**src/rtl/eeprom_spi_pkg.sv**
```systemverilog
`timescale 1ns/1ps
package eeprom_spi_pkg;

  localparam int BYTE_W = 8;
  localparam int ADDR_W = 2 * BYTE_W;

  // Command codes understood by the memory
  localparam logic [BYTE_W-1:0] CMD_WRITE  = 8'h02;
  localparam logic [BYTE_W-1:0] CMD_READ   = 8'h03;
  localparam logic [BYTE_W-1:0] CMD_WDIS   = 8'h04;
  localparam logic [BYTE_W-1:0] CMD_WEN    = 8'h06;
  localparam logic [BYTE_W-1:0] DUMMY_BYTE = 8'h00;

  typedef enum logic [1:0] {
    SEQ_IDLE,
    SEQ_SHIFT,
    SEQ_HOLD
  } seq_state_e;

  typedef enum logic [1:0] {
    FRM_ENABLE,
    FRM_ACCESS,
    FRM_DISABLE
  } frame_e;

endpackage

```
**src/rtl/eeprom_rst_sync.sv**
```systemverilog
module eeprom_rst_sync #(
  parameter int STAGES = 2
) (
  input  logic clk,
  input  logic rst_n_i,
  output logic rst_n_o
);

  logic [STAGES-1:0] sync_q;

  always_ff @(posedge clk or negedge rst_n_i) begin
    if (!rst_n_i) begin
      sync_q <= '0;
    end else begin
      sync_q <= {sync_q[STAGES-2:0], 1'b1};
    end
  end

  assign rst_n_o = sync_q[STAGES-1];

endmodule

```
**src/rtl/eeprom_spi_shifter.sv**
```systemverilog
module eeprom_spi_shifter #(
  parameter int CLK_DIV = 16,
  parameter int BYTE_W  = 8
) (
  input  logic              clk,
  input  logic              rst_n,
  input  logic              load_i,
  input  logic [BYTE_W-1:0] tx_i,
  input  logic              miso_i,
  output logic              sck_o,
  output logic              mosi_o,
  output logic              last_o,
  output logic [BYTE_W-1:0] rx_o
);

  localparam int DIV_W = $clog2(CLK_DIV);
  localparam int BIT_W = $clog2(BYTE_W);
  localparam int HALF  = CLK_DIV / 2;

  logic              active_q, active_d;
  logic [DIV_W-1:0]  div_q, div_d;
  logic [BIT_W-1:0]  bit_q, bit_d;
  logic [BYTE_W-1:0] tx_q, tx_d;
  logic [BYTE_W-1:0] rx_q, rx_d;
  logic              sck_q, sck_d;
  logic              rise_now, fall_now, run_en;

  assign rise_now = active_q && (div_q == DIV_W'(HALF - 1));
  assign fall_now = active_q && (div_q == DIV_W'(CLK_DIV - 1));
  assign last_o   = fall_now && (bit_q == BIT_W'(BYTE_W - 1));
  assign run_en   = active_q || load_i;

  always_comb begin
    active_d = active_q;
    div_d    = div_q;
    bit_d    = bit_q;
    tx_d     = tx_q;
    rx_d     = rx_q;
    sck_d    = sck_q;
    if (load_i) begin
      active_d = 1'b1;
      div_d    = '0;
      bit_d    = '0;
      tx_d     = tx_i;
      sck_d    = 1'b0;
    end else if (active_q) begin
      div_d = fall_now ? '0 : div_q + DIV_W'(1);
      if (rise_now) begin
        sck_d = 1'b1;
        rx_d  = {rx_q[BYTE_W-2:0], miso_i};
      end
      if (fall_now) begin
        sck_d = 1'b0;
        tx_d  = {tx_q[BYTE_W-2:0], 1'b0};
        bit_d = bit_q + BIT_W'(1);
        if (last_o) begin
          active_d = 1'b0;
        end
      end
    end
  end

  always_ff @(posedge clk or negedge rst_n) begin
    if (!rst_n) begin
      active_q <= 1'b0;
      div_q    <= '0;
      bit_q    <= '0;
      tx_q     <= '0;
      rx_q     <= '0;
      sck_q    <= 1'b0;
    end else if (run_en) begin
      active_q <= active_d;
      div_q    <= div_d;
      bit_q    <= bit_d;
      tx_q     <= tx_d;
      rx_q     <= rx_d;
      sck_q    <= sck_d;
    end
  end

  assign sck_o  = sck_q;
  assign mosi_o = active_q & tx_q[BYTE_W-1];
  assign rx_o   = rx_q;

endmodule

```
**src/rtl/eeprom_hold_timer.sv**
```systemverilog
module eeprom_hold_timer #(
  parameter int CNT_W = 20
) (
  input  logic             clk,
  input  logic             rst_n,
  input  logic             load_i,
  input  logic [CNT_W-1:0] count_i,
  output logic             expired_o
);

  logic [CNT_W-1:0] cnt_q, cnt_d;
  logic             cnt_en;

  assign expired_o = (cnt_q == '0);
  assign cnt_en    = load_i || !expired_o;

  always_comb begin
    cnt_d = cnt_q;
    if (load_i) begin
      cnt_d = count_i;
    end else if (!expired_o) begin
      cnt_d = cnt_q - CNT_W'(1);
    end
  end

  always_ff @(posedge clk or negedge rst_n) begin
    if (!rst_n) begin
      cnt_q <= '0;
    end else if (cnt_en) begin
      cnt_q <= cnt_d;
    end
  end

endmodule

```
**src/rtl/eeprom_cmd_seq.sv**
```systemverilog
module eeprom_cmd_seq
  import eeprom_spi_pkg::*;
#(
  parameter int               CNT_W     = 20,
  parameter logic [CNT_W-1:0] GAP_LOAD  = '0,
  parameter logic [CNT_W-1:0] PROG_LOAD = '0
) (
  input  logic              clk,
  input  logic              rst_n,
  input  logic              start_i,
  input  logic              rw_i,
  input  logic [ADDR_W-1:0] addr_i,
  input  logic [BYTE_W-1:0] wdata_i,
  input  logic              shift_last_i,
  input  logic [BYTE_W-1:0] rx_i,
  input  logic              timer_expired_i,
  output logic              shift_load_o,
  output logic [BYTE_W-1:0] shift_byte_o,
  output logic              timer_load_o,
  output logic [CNT_W-1:0]  timer_val_o,
  output logic              cs_n_o,
  output logic              busy_o,
  output logic              done_o,
  output logic [BYTE_W-1:0] rdata_o
);

  seq_state_e        state_q, state_d;
  frame_e            frame_q, frame_d;
  logic [1:0]        idx_q, idx_d;
  logic              rd_q;
  logic [ADDR_W-1:0] addr_q;
  logic [BYTE_W-1:0] wdata_q;
  logic              cs_n_q, cs_n_d;
  logic              done_q, done_d;
  logic [BYTE_W-1:0] rdata_q, rdata_d;

  logic              sel_rd;
  frame_e            sel_frame;
  frame_e            follow_frame;
  frame_e            final_frame;
  logic [1:0]        sel_idx;
  logic              accept;
  logic              seq_en;

  function automatic logic [1:0] frame_last_idx(input frame_e fr);
    return (fr == FRM_ACCESS) ? 2'd3 : 2'd0;
  endfunction

  function automatic logic [BYTE_W-1:0] frame_byte(
    input logic              rd,
    input frame_e            fr,
    input logic [1:0]        idx,
    input logic [ADDR_W-1:0] addr,
    input logic [BYTE_W-1:0] wd
  );
    logic [BYTE_W-1:0] b;
    b = DUMMY_BYTE;
    case (fr)
      FRM_ENABLE:  b = CMD_WEN;
      FRM_DISABLE: b = CMD_WDIS;
      default: begin
        case (idx)
          2'd0:    b = rd ? CMD_READ : CMD_WRITE;
          2'd1:    b = addr[ADDR_W-1:BYTE_W];
          2'd2:    b = addr[BYTE_W-1:0];
          default: b = rd ? DUMMY_BYTE : wd;
        endcase
      end
    endcase
    return b;
  endfunction

  assign accept       = (state_q == SEQ_IDLE) && start_i;
  assign follow_frame = (frame_q == FRM_ENABLE) ? FRM_ACCESS : FRM_DISABLE;
  assign final_frame  = rd_q ? FRM_ACCESS : FRM_DISABLE;

  always_comb begin
    state_d      = state_q;
    frame_d      = frame_q;
    idx_d        = idx_q;
    cs_n_d       = cs_n_q;
    done_d       = 1'b0;
    rdata_d      = rdata_q;
    shift_load_o = 1'b0;
    timer_load_o = 1'b0;
    timer_val_o  = GAP_LOAD;
    sel_rd       = rd_q;
    sel_frame    = frame_q;
    sel_idx      = idx_q + 2'd1;
    case (state_q)
      SEQ_IDLE: begin
        sel_rd    = rw_i;
        sel_frame = rw_i ? FRM_ACCESS : FRM_ENABLE;
        sel_idx   = 2'd0;
        if (start_i) begin
          state_d      = SEQ_SHIFT;
          frame_d      = sel_frame;
          idx_d        = 2'd0;
          cs_n_d       = 1'b0;
          shift_load_o = 1'b1;
        end
      end
      SEQ_SHIFT: begin
        if (shift_last_i) begin
          if (idx_q == frame_last_idx(frame_q)) begin
            state_d      = SEQ_HOLD;
            cs_n_d       = 1'b1;
            timer_load_o = 1'b1;
            if (!rd_q && frame_q == FRM_ACCESS) begin
              timer_val_o = PROG_LOAD;
            end
            if (rd_q) begin
              rdata_d = rx_i;
            end
          end else begin
            idx_d        = idx_q + 2'd1;
            shift_load_o = 1'b1;
          end
        end
      end
      SEQ_HOLD: begin
        sel_frame = follow_frame;
        sel_idx   = 2'd0;
        if (timer_expired_i) begin
          if (frame_q == final_frame) begin
            state_d = SEQ_IDLE;
            done_d  = 1'b1;
          end else begin
            state_d      = SEQ_SHIFT;
            frame_d      = follow_frame;
            idx_d        = 2'd0;
            cs_n_d       = 1'b0;
            shift_load_o = 1'b1;
          end
        end
      end
      default: state_d = SEQ_IDLE;
    endcase
  end

  assign shift_byte_o = frame_byte(sel_rd, sel_frame, sel_idx, addr_q, wdata_q);
  assign seq_en       = (state_q != SEQ_IDLE) || start_i || done_q;

  always_ff @(posedge clk or negedge rst_n) begin
    if (!rst_n) begin
      state_q <= SEQ_IDLE;
      frame_q <= FRM_ENABLE;
      idx_q   <= '0;
      cs_n_q  <= 1'b1;
      done_q  <= 1'b0;
      rdata_q <= '0;
    end else if (seq_en) begin
      state_q <= state_d;
      frame_q <= frame_d;
      idx_q   <= idx_d;
      cs_n_q  <= cs_n_d;
      done_q  <= done_d;
      rdata_q <= rdata_d;
    end
  end

  always_ff @(posedge clk or negedge rst_n) begin
    if (!rst_n) begin
      rd_q    <= 1'b0;
      addr_q  <= '0;
      wdata_q <= '0;
    end else if (accept) begin
      rd_q    <= rw_i;
      addr_q  <= addr_i;
      wdata_q <= wdata_i;
    end
  end

  assign cs_n_o  = cs_n_q;
  assign busy_o  = (state_q != SEQ_IDLE);
  assign done_o  = done_q;
  assign rdata_o = rdata_q;

endmodule

```
**src/rtl/eeprom_spi_ctrl.sv**
```systemverilog
module eeprom_spi_ctrl
  import eeprom_spi_pkg::*;
#(
  parameter int CLK_DIV     = 16,
  parameter int GAP_CYCLES  = 20,
  parameter int PROG_CYCLES = 1_000_000
) (
  input  logic              clk,
  input  logic              rst_n,
  input  logic              start_i,
  input  logic              rw_i,
  input  logic [ADDR_W-1:0] addr_i,
  input  logic [BYTE_W-1:0] wdata_i,
  output logic [BYTE_W-1:0] rdata_o,
  output logic              busy_o,
  output logic              done_o,
  output logic              sck_o,
  output logic              mosi_o,
  input  logic              miso_i,
  output logic              cs_n_o
);

  localparam int               HOLD_MAX  = (PROG_CYCLES > GAP_CYCLES) ? PROG_CYCLES : GAP_CYCLES;
  localparam int               CNT_W     = $clog2(HOLD_MAX + 1);
  localparam logic [CNT_W-1:0] GAP_LOAD  = CNT_W'(GAP_CYCLES - 1);
  localparam logic [CNT_W-1:0] PROG_LOAD = CNT_W'(PROG_CYCLES - 1);

  logic              rst_n_sync;
  logic              shift_load;
  logic [BYTE_W-1:0] shift_byte;
  logic              shift_last;
  logic [BYTE_W-1:0] shift_rx;
  logic              timer_load;
  logic [CNT_W-1:0]  timer_val;
  logic              timer_expired;

  eeprom_rst_sync #(
    .STAGES (2)
  ) u_rst_sync (
    .clk     (clk),
    .rst_n_i (rst_n),
    .rst_n_o (rst_n_sync)
  );

  eeprom_cmd_seq #(
    .CNT_W     (CNT_W),
    .GAP_LOAD  (GAP_LOAD),
    .PROG_LOAD (PROG_LOAD)
  ) u_seq (
    .clk             (clk),
    .rst_n           (rst_n_sync),
    .start_i         (start_i),
    .rw_i            (rw_i),
    .addr_i          (addr_i),
    .wdata_i         (wdata_i),
    .shift_last_i    (shift_last),
    .rx_i            (shift_rx),
    .timer_expired_i (timer_expired),
    .shift_load_o    (shift_load),
    .shift_byte_o    (shift_byte),
    .timer_load_o    (timer_load),
    .timer_val_o     (timer_val),
    .cs_n_o          (cs_n_o),
    .busy_o          (busy_o),
    .done_o          (done_o),
    .rdata_o         (rdata_o)
  );

  eeprom_spi_shifter #(
    .CLK_DIV (CLK_DIV),
    .BYTE_W  (BYTE_W)
  ) u_shifter (
    .clk    (clk),
    .rst_n  (rst_n_sync),
    .load_i (shift_load),
    .tx_i   (shift_byte),
    .miso_i (miso_i),
    .sck_o  (sck_o),
    .mosi_o (mosi_o),
    .last_o (shift_last),
    .rx_o   (shift_rx)
  );

  eeprom_hold_timer #(
    .CNT_W (CNT_W)
  ) u_timer (
    .clk       (clk),
    .rst_n     (rst_n_sync),
    .load_i    (timer_load),
    .count_i   (timer_val),
    .expired_o (timer_expired)
  );

endmodule

```
**config.mk**
```make
export PLATFORM = sky130hd
export DESIGN_NAME = eeprom_spi_ctrl
export DESIGN_NICKNAME = d
export VERILOG_FILES = /design/src/rtl/eeprom_spi_pkg.sv /design/src/rtl/eeprom_rst_sync.sv /design/src/rtl/eeprom_spi_shifter.sv /design/src/rtl/eeprom_hold_timer.sv /design/src/rtl/eeprom_cmd_seq.sv /design/src/rtl/eeprom_spi_ctrl.sv
export SDC_FILE = /design/constraint.sdc
export NUM_CORES = 1
export LEC_CHECK = 0
export ABC_AREA = 1
export CORE_UTILIZATION = 55
export DETAILED_ROUTE_END_ITERATION = 16
export DONT_BUFFER_PORTS = 1
export PLACE_DENSITY = 0.72
export RECOVER_POWER = 25
export SETUP_SLACK_MARGIN = 0.3
export SLEW_MARGIN = 20
export SYNTH_ARGS = -nofsm -noshare
export SYNTH_HDL_FRONTEND = slang
export SYNTH_HIERARCHICAL = 1
export SYNTH_SLANG_ARGS = --single-unit
```
**constraint.sdc**
```tcl
create_clock -name clk -period 3.8 [get_ports clk]
set_clock_uncertainty 0.15 [all_clocks]
set_input_delay 0.38 -clock clk [delete_from_list [all_inputs] [get_ports clk]]
set_output_delay 0.38 -clock clk [all_outputs]
set_load 0.1 [all_outputs]
```
# [Yosys cells after proc, flatten, opt, wreduce, memory -nomap -nowiden]
# Index checks and enable logic that the tools add are counted.
[classes] addsub=4 n_eq_ne=18 muxes=68 n_bitwise=2 n_reduce_logical=33
[ops] op="$mux W20" count=6
[ops] op="$mux W2" count=16
[ops] op="$mux W8" count=4
[ops] op="$mux W1" count=28
[ops] op="$pmux W8 S3" count=1
[ops] op="$logic_not A20 Y1" count=1
[ops] op="$sub A20 B1 Y20 const B" count=1
[ops] op="$pmux W8 S2" count=1
[ops] op="$reduce_and A5 Y1" count=3
[ops] op="$reduce_and A7 Y1" count=2
[ops] op="$mux W4" count=3
[ops] op="$pmux W2 S3" count=2
[ops] op="$mux W3" count=3
[ops] op="$logic_not A2 Y1" count=4
[ops] op="$ne A2 B2 Y1 const B" count=4
[ops] op="$pmux W2 S2" count=2
[ops] op="$reduce_bool A2 Y1" count=4
[ops] op="$eq A2 B1 Y1 const B" count=3
[ops] op="$eq A2 B2 Y1 const B" count=3
[ops] op="$ne A2 B1 Y1 const B" count=3
[ops] op="$pmux W1 S3" count=2
[ops] op="$reduce_and A3 Y1" count=2
[ops] op="$reduce_bool A3 Y1" count=2
[ops] op="$logic_and A1 B1 Y1" count=5
[ops] op="other kinds (14)" count=20
[word_totals] reg_bits=88 inputBits=29 out_inout_bits=13 elab_cells=142

# [Depth between registers and ports, before layout]
[logic_depth] word_depth=8 ltp_mapped=16 mapped_depth_nobuf=15

# [By module]
# The synthesis kept the hierarchy.
[by_module_without_submodules] module="eeprom_cmd_seq" instances=1 cells_per_inst=293 area_per_inst_um2=2254.7 seq_area_each_um2=1027.2
[by_module_without_submodules] module="eeprom_hold_timer" instances=1 cells_per_inst=193 area_per_inst_um2=1430.1 seq_area_each_um2=500.5
[by_module_without_submodules] module="eeprom_spi_shifter" instances=1 cells_per_inst=151 area_per_inst_um2=1288.7 seq_area_each_um2=625.6
[by_module_without_submodules] module="eeprom_rst_sync" instances=1 cells_per_inst=3 area_per_inst_um2=53.8 seq_area_each_um2=50.0

# [Worst setup path after synthesis]
# Ideal clock, no wire load.
[synth_timing] kind="register to register" startpoint="register u_shifter.div_q[1]" endpoint="register u_timer.cnt_q[9]" setup_ns=0.072 t_arrival_ns=2.208 required_time_ns=3.578 setup_slack_ns=1.370 path_stages_with_launch=12 path_buffers=2 period_less_slack_ns=2.430 path_cell_list="dfrtp_1 ha_1 nand2_2 nor2_4 nand2_4 buf_6 nor2_1 nand3_4 nor3_1 buf_4 o21ai_0 nor2_1"
[synth_via] word_cells_on_any_way=11 classes_between="eq/ne: 2; mux: 5; reduce/logical: 4"
[synth_rtl] item="start, declared" line_no="eeprom_spi_shifter.sv:21" source="logic [DIV_W-1:0] div_q, div_d;"
[synth_rtl] item="start signal, assigned" line_no="eeprom_spi_shifter.sv:73" source="div_q <= div_d;"
[synth_rtl] item="$eq A4 B4 Y1" line_no="eeprom_spi_shifter.sv:29" source="assign fall_now = active_q && (div_q == DIV_W'(CLK_DIV - 1));"
[synth_rtl] item="$logic_and A1 B1 Y1" line_no="eeprom_spi_shifter.sv:29"
[synth_rtl] item="$logic_and A1 B1 Y1" line_no="eeprom_spi_shifter.sv:30" source="assign last_o = fall_now && (bit_q == BIT_W'(BYTE_W - 1));"
[synth_rtl] item="net shift_last" line_no="eeprom_spi_ctrl.sv:31" source="logic shift_last;"
[synth_rtl] item="$mux W20" line_no="eeprom_cmd_seq.sv:104" source="if (shift_last_i) begin"
[synth_rtl] item="$mux W20" line_no="eeprom_cmd_seq.sv:90" source="case (state_q)"
[synth_rtl] item="net timer_val[9]" line_no="eeprom_spi_ctrl.sv:34" source="logic [CNT_W-1:0] timer_val;"
[synth_rtl] item="$mux W20" line_no="eeprom_hold_timer.sv:19" source="if (load_i) begin"
[synth_rtl] item="end signal, assigned" line_no="eeprom_hold_timer.sv:30" source="cnt_q <= cnt_d;"
[synth_rtl] item="end, declared" line_no="eeprom_hold_timer.sv:11" source="logic [CNT_W-1:0] cnt_q, cnt_d;"
# The timed path passes the listed nets, and every way through them passes these cells.
# A chain may end at the register's enable or synchronous reset.

# [Final worst setup path]
[layout_timing] startpoint="register u_shifter.div_q[1]" endpoint="register u_shifter.rx_q[2] (netlist: u_shifter/rx_o[2])"
[layout_via] elab_chain_cells=7 word_cells_on_any_way=10 classes_between="eq/ne: 2; mux: 2; bitwise: 1; reduce/logical: 5"
[layout_lines] item="$eq A4 B4 Y1 (*)" line_no="eeprom_spi_shifter.sv:29"
[layout_lines] item="$logic_and A1 B1 Y1 (*)" line_no="eeprom_spi_shifter.sv:29"
[layout_lines] item="$logic_and A1 B1 Y1 (*)" line_no="eeprom_spi_shifter.sv:30"
[layout_lines] item="net shift_last" line_no="eeprom_spi_ctrl.sv:31"
[layout_lines] item="$mux W1 (*)" line_no="eeprom_cmd_seq.sv:104"
[layout_lines] item="$pmux W1 S3 (*)" line_no="eeprom_cmd_seq.sv:90"
[layout_lines] item="net shift_load" line_no="eeprom_spi_ctrl.sv:29" source="logic shift_load;"
[layout_lines] item="$logic_or A1 B1 Y1 / $not A1 Y1 (equally long branches)"
[layout_lines] item="$reduce_and A4 Y1 (no line) (*)"
[layout_lines] item="end signal, assigned" line_no="eeprom_spi_shifter.sv:76" source="rx_q <= rx_d;"
[layout_lines] item="end, declared" line_no="eeprom_spi_shifter.sv:24" source="logic [BYTE_W-1:0] rx_q, rx_d;"
# The timed path passes the listed nets; every way through them passes the cells marked *.

==> flow_metrics.env <==
export IMPL_path_depth=15
export IMPL_grt_pass1_wl_mm=17.6
export IMPL_place_area_mm2=0.00496
export IMPL_antenna_found_initial=0
export IMPL_grt_pass1_vias=3960
export IMPL_leakagePower_nw=2.81
export IMPL_syn_avg_cell_area_um2=7.86
export IMPL_relSlewSlack_pct=-67.6
export IMPL_finish_instance_area_mm2=0.00544
export IMPL_tightest_slew_ns=2.51
export IMPL_dr_pass1_iters=11
export IMPL_drtIter0Drc=147
export IMPL_grt_max_degree=64
export IMPL_slew_viol_final=64
export IMPL_track_usage_pct=23.0
export IMPL_tritoncts_num_buffers=9
export IMPL_drive_gt1_share_pct=13.1
export IMPL_hold_class="input pin to flop"
export IMPL_synth_cell_types=39
export IMPL_cts_resized=0
export IMPL_hpwl_mm=6.89
export IMPL_area_delta_synth_final_pct=8.29
export IMPL_hold_ws_ns=0.0204
export IMPL_seq_area_frac_synth_pct=43.8
export IMPL_cts_sinks=88
export IMPL_max_cap_viol_count=1
export IMPL_clk_pin_slew_ns=0.09
export IMPL_path_cells="ha_1, nand2_2, nor2_4, nand2_4, nor2_1, inv_1, nor2_1, nand2_1, nand2_4, inv_2, nand2_1, nor2_4, nand2_4, nand2_1, nand2_1"
export IMPL_crit_path_max_fanout=25
export IMPL_met3_usage_pct=4.60
export IMPL_crit_family="simple AND/OR/NAND/NOR gates"
export IMPL_clk_latency_ns=0.35
export IMPL_hold_buffers=25
export IMPL_required_ns=3.94
export IMPL_p_total_w=0.00307
export IMPL_use_met1_pct=27.0
export IMPL_min_path_cells=2
export IMPL_diodes=0
export IMPL_cts_root_buf="clkbuf_8"
export IMPL_met2_usage_pct=41.8
export IMPL_post_route_util_pct=61.8
export IMPL_drt_wl_total_mm=9.90
export IMPL_cp_slowest_cell="dfrtp_1"
export IMPL_clock_path_buffers=2
export IMPL_start_kind="flop"
export IMPL_critPathMaxStageDelay_ns=0.40
export IMPL_start_util_pct=57.1
export IMPL_overflow=0
export IMPL_postCtsSetupBuffers=0
export IMPL_pin_count=42
export IMPL_violations="DRC, capacitance limit, slew limit"
export IMPL_viasPerCell=5.08
export IMPL_core_area_mm2=0.00881
export IMPL_drc=4
export IMPL_io_buffers=0
export IMPL_worst_path_most_repeated_cell="nand2_1"
export IMPL_ys_ff_latch=88
export IMPL_period_share_pct=75.3
export IMPL_ir_worst_vdd_mv=0.345
export IMPL_hold_viol_final=0
export IMPL_rows=34
export IMPL_htree_levels=3
export IMPL_fp_dieH_um=97.6
export IMPL_mappedNetlistArea_mm2=0.00503
export IMPL_fmax_mhz=349
export IMPL_finalSetupTns_ns=0
export IMPL_cts_tree="built"
export IMPL_vias=3889
export IMPL_die_area_mm2=0.00953
export IMPL_gp_congestion=0.850
export IMPL_crit_type="flop to flop"
export IMPL_path_buf_inv=2
export IMPL_cp_arrival_ns=3.01
export IMPL_endpoint_kind="flop"
export IMPL_cellPowerDensity_mw_per_mm2=565
export IMPL_netlist_instances=640
export IMPL_fin_crit_ns=2.86
export IMPL_yosysWarnings=6
export IMPL_status="finished with violations"
export IMPL_final_nets=687
export IMPL_rsz0062_at_grt="no"
export IMPL_die_x_um=97.6
export IMPL_r2r_cells=15
export IMPL_wire_per_inst_um=12.9
export IMPL_setup_violations=0
export IMPL_ant_nets=0
export IMPL_busiest_layer="met2"
-- cells by family after synthesis --
family	share of synthesized area, %
AND/OR/NAND/NOR	37.4
XOR/XNOR	1.37
flip-flops	43.8
adder cells (fa/ha/maj)	1.24
other	0.224
buffers and inverters	9.43
AO/OA/AOI/OAI	6.47
-- registers in the layout, indices dropped and copies added, names as in the netlist, 3 cells and up --
name             flops
u_shifter/tx_q       8
u_timer/cnt_q       20
u_shifter/rx_o       8
u_seq/wdata_q        8
u_shifter/bit_q      3
u_shifter/div_q      4
u_seq/addr_q        16
u_seq/rdata_o        8
-- area by class of cell --
type	count	area [um2]
well taps	108	135
flip-flops and latches	88	2200
inverters	55	214
multi-input cells	471	2380
fillers	776	3360
repair buffers	28	273
clock inverters	6	97.6
clock buffers	10	138
-- through the flow --
| stage | cells | setup WS, ns |
|---|---|---|
| finish | 766 | 0.939 |
| global route | 766 | 0.591 |
| CTS | 766 | 0.934 |
| detailed placement | 725 | 0.965 |
| global placement | 725 | 1.10 |
| floorplan | 649 | 1.02 |
-- cells in the mapped netlist (all sizes together) --
cell | n | area share [%]
dfstp | 1 | 0.52
nand3b | 1 | 0.15
a21boi | 8 | 1.2
xor2 | 4 | 0.70
nor4b | 1 | 0.17
buf | 34 | 5.1
nand2 | 248 | 20
xnor2 | 3 | 0.67
o21ai | 36 | 3.7
inv | 54 | 4.2
nand4 | 9 | 1.1
conb | 3 | 0.22
or2 | 1 | 0.12
clkbuf | 1 | 0.075
dfrtp | 87 | 43
nand3 | 58 | 7.0
ha | 5 | 1.2
o21bai | 3 | 0.45
nor3 | 6 | 0.60
clkinv | 1 | 0.075
nor2 | 65 | 7.9
a21oi | 11 | 1.2
-- per-layer routing --
| layer | share of wire [%] | wire (um) |
|---|---|---|
| met4 | 1.6 | 156 |
| met3 | 2.3 | 232 |
| met1 | 45 | 4410 |
| met5 | 0 | 0 |
| met2 | 52 | 5100 |
-- layout by cell type, fill, tap and decap left out, types with 2 or more instances in the layout --
cell type      instances
buf_4                  3
inv_1                 45
clkbuf_8              10
nor2_4                 9
nor2_2                 9
nor2_1                43
nand2_2               12
a21boi_0               3
nand3_2               10
a21oi_1               10
xor2_1                 4
ha_1                   5
inv_2                  7
o21bai_1               3
a21boi_1               5
nor3_1                 6
dfrtp_1               87
nand2_4                8
conb_1                12
nand3_1               47
xnor2_1                2
nand2_1              228
nand4_1                9
dlygate4sd3_1         25
inv_6                  3
o21ai_1                7
nor2_8                 4
o21ai_0               28
bufinv_16              2
-- where the power goes --
group | switching [W] | internal (W)
sequential | 0.000245 | 0.00116
clock | 0.000354 | 0.000399
combinational | 0.000612 | 0.000302
total | 0.00121 | 0.00186
-- worst paths after layout --
check                           slack [ns]              endpoint                 start
worst max-delay path                  0.94     u_shifter/rx_o[2]    u_shifter/div_q[1]
worst max register to register        0.94     u_shifter/rx_o[2]    u_shifter/div_q[1]
worst min-delay path                  0.02      u_seq/wdata_q[1]            wdata_i[1]
max in group asynchronous             1.15      u_seq/wdata_q[4]  u_rst_sync/sync_q[1]
min in group asynchronous             0.10  u_rst_sync/sync_q[0]                 rst_n
worst min register to register        0.21  u_rst_sync/sync_q[1]  u_rst_sync/sync_q[0]
Power figures use the tool's default switching activity.
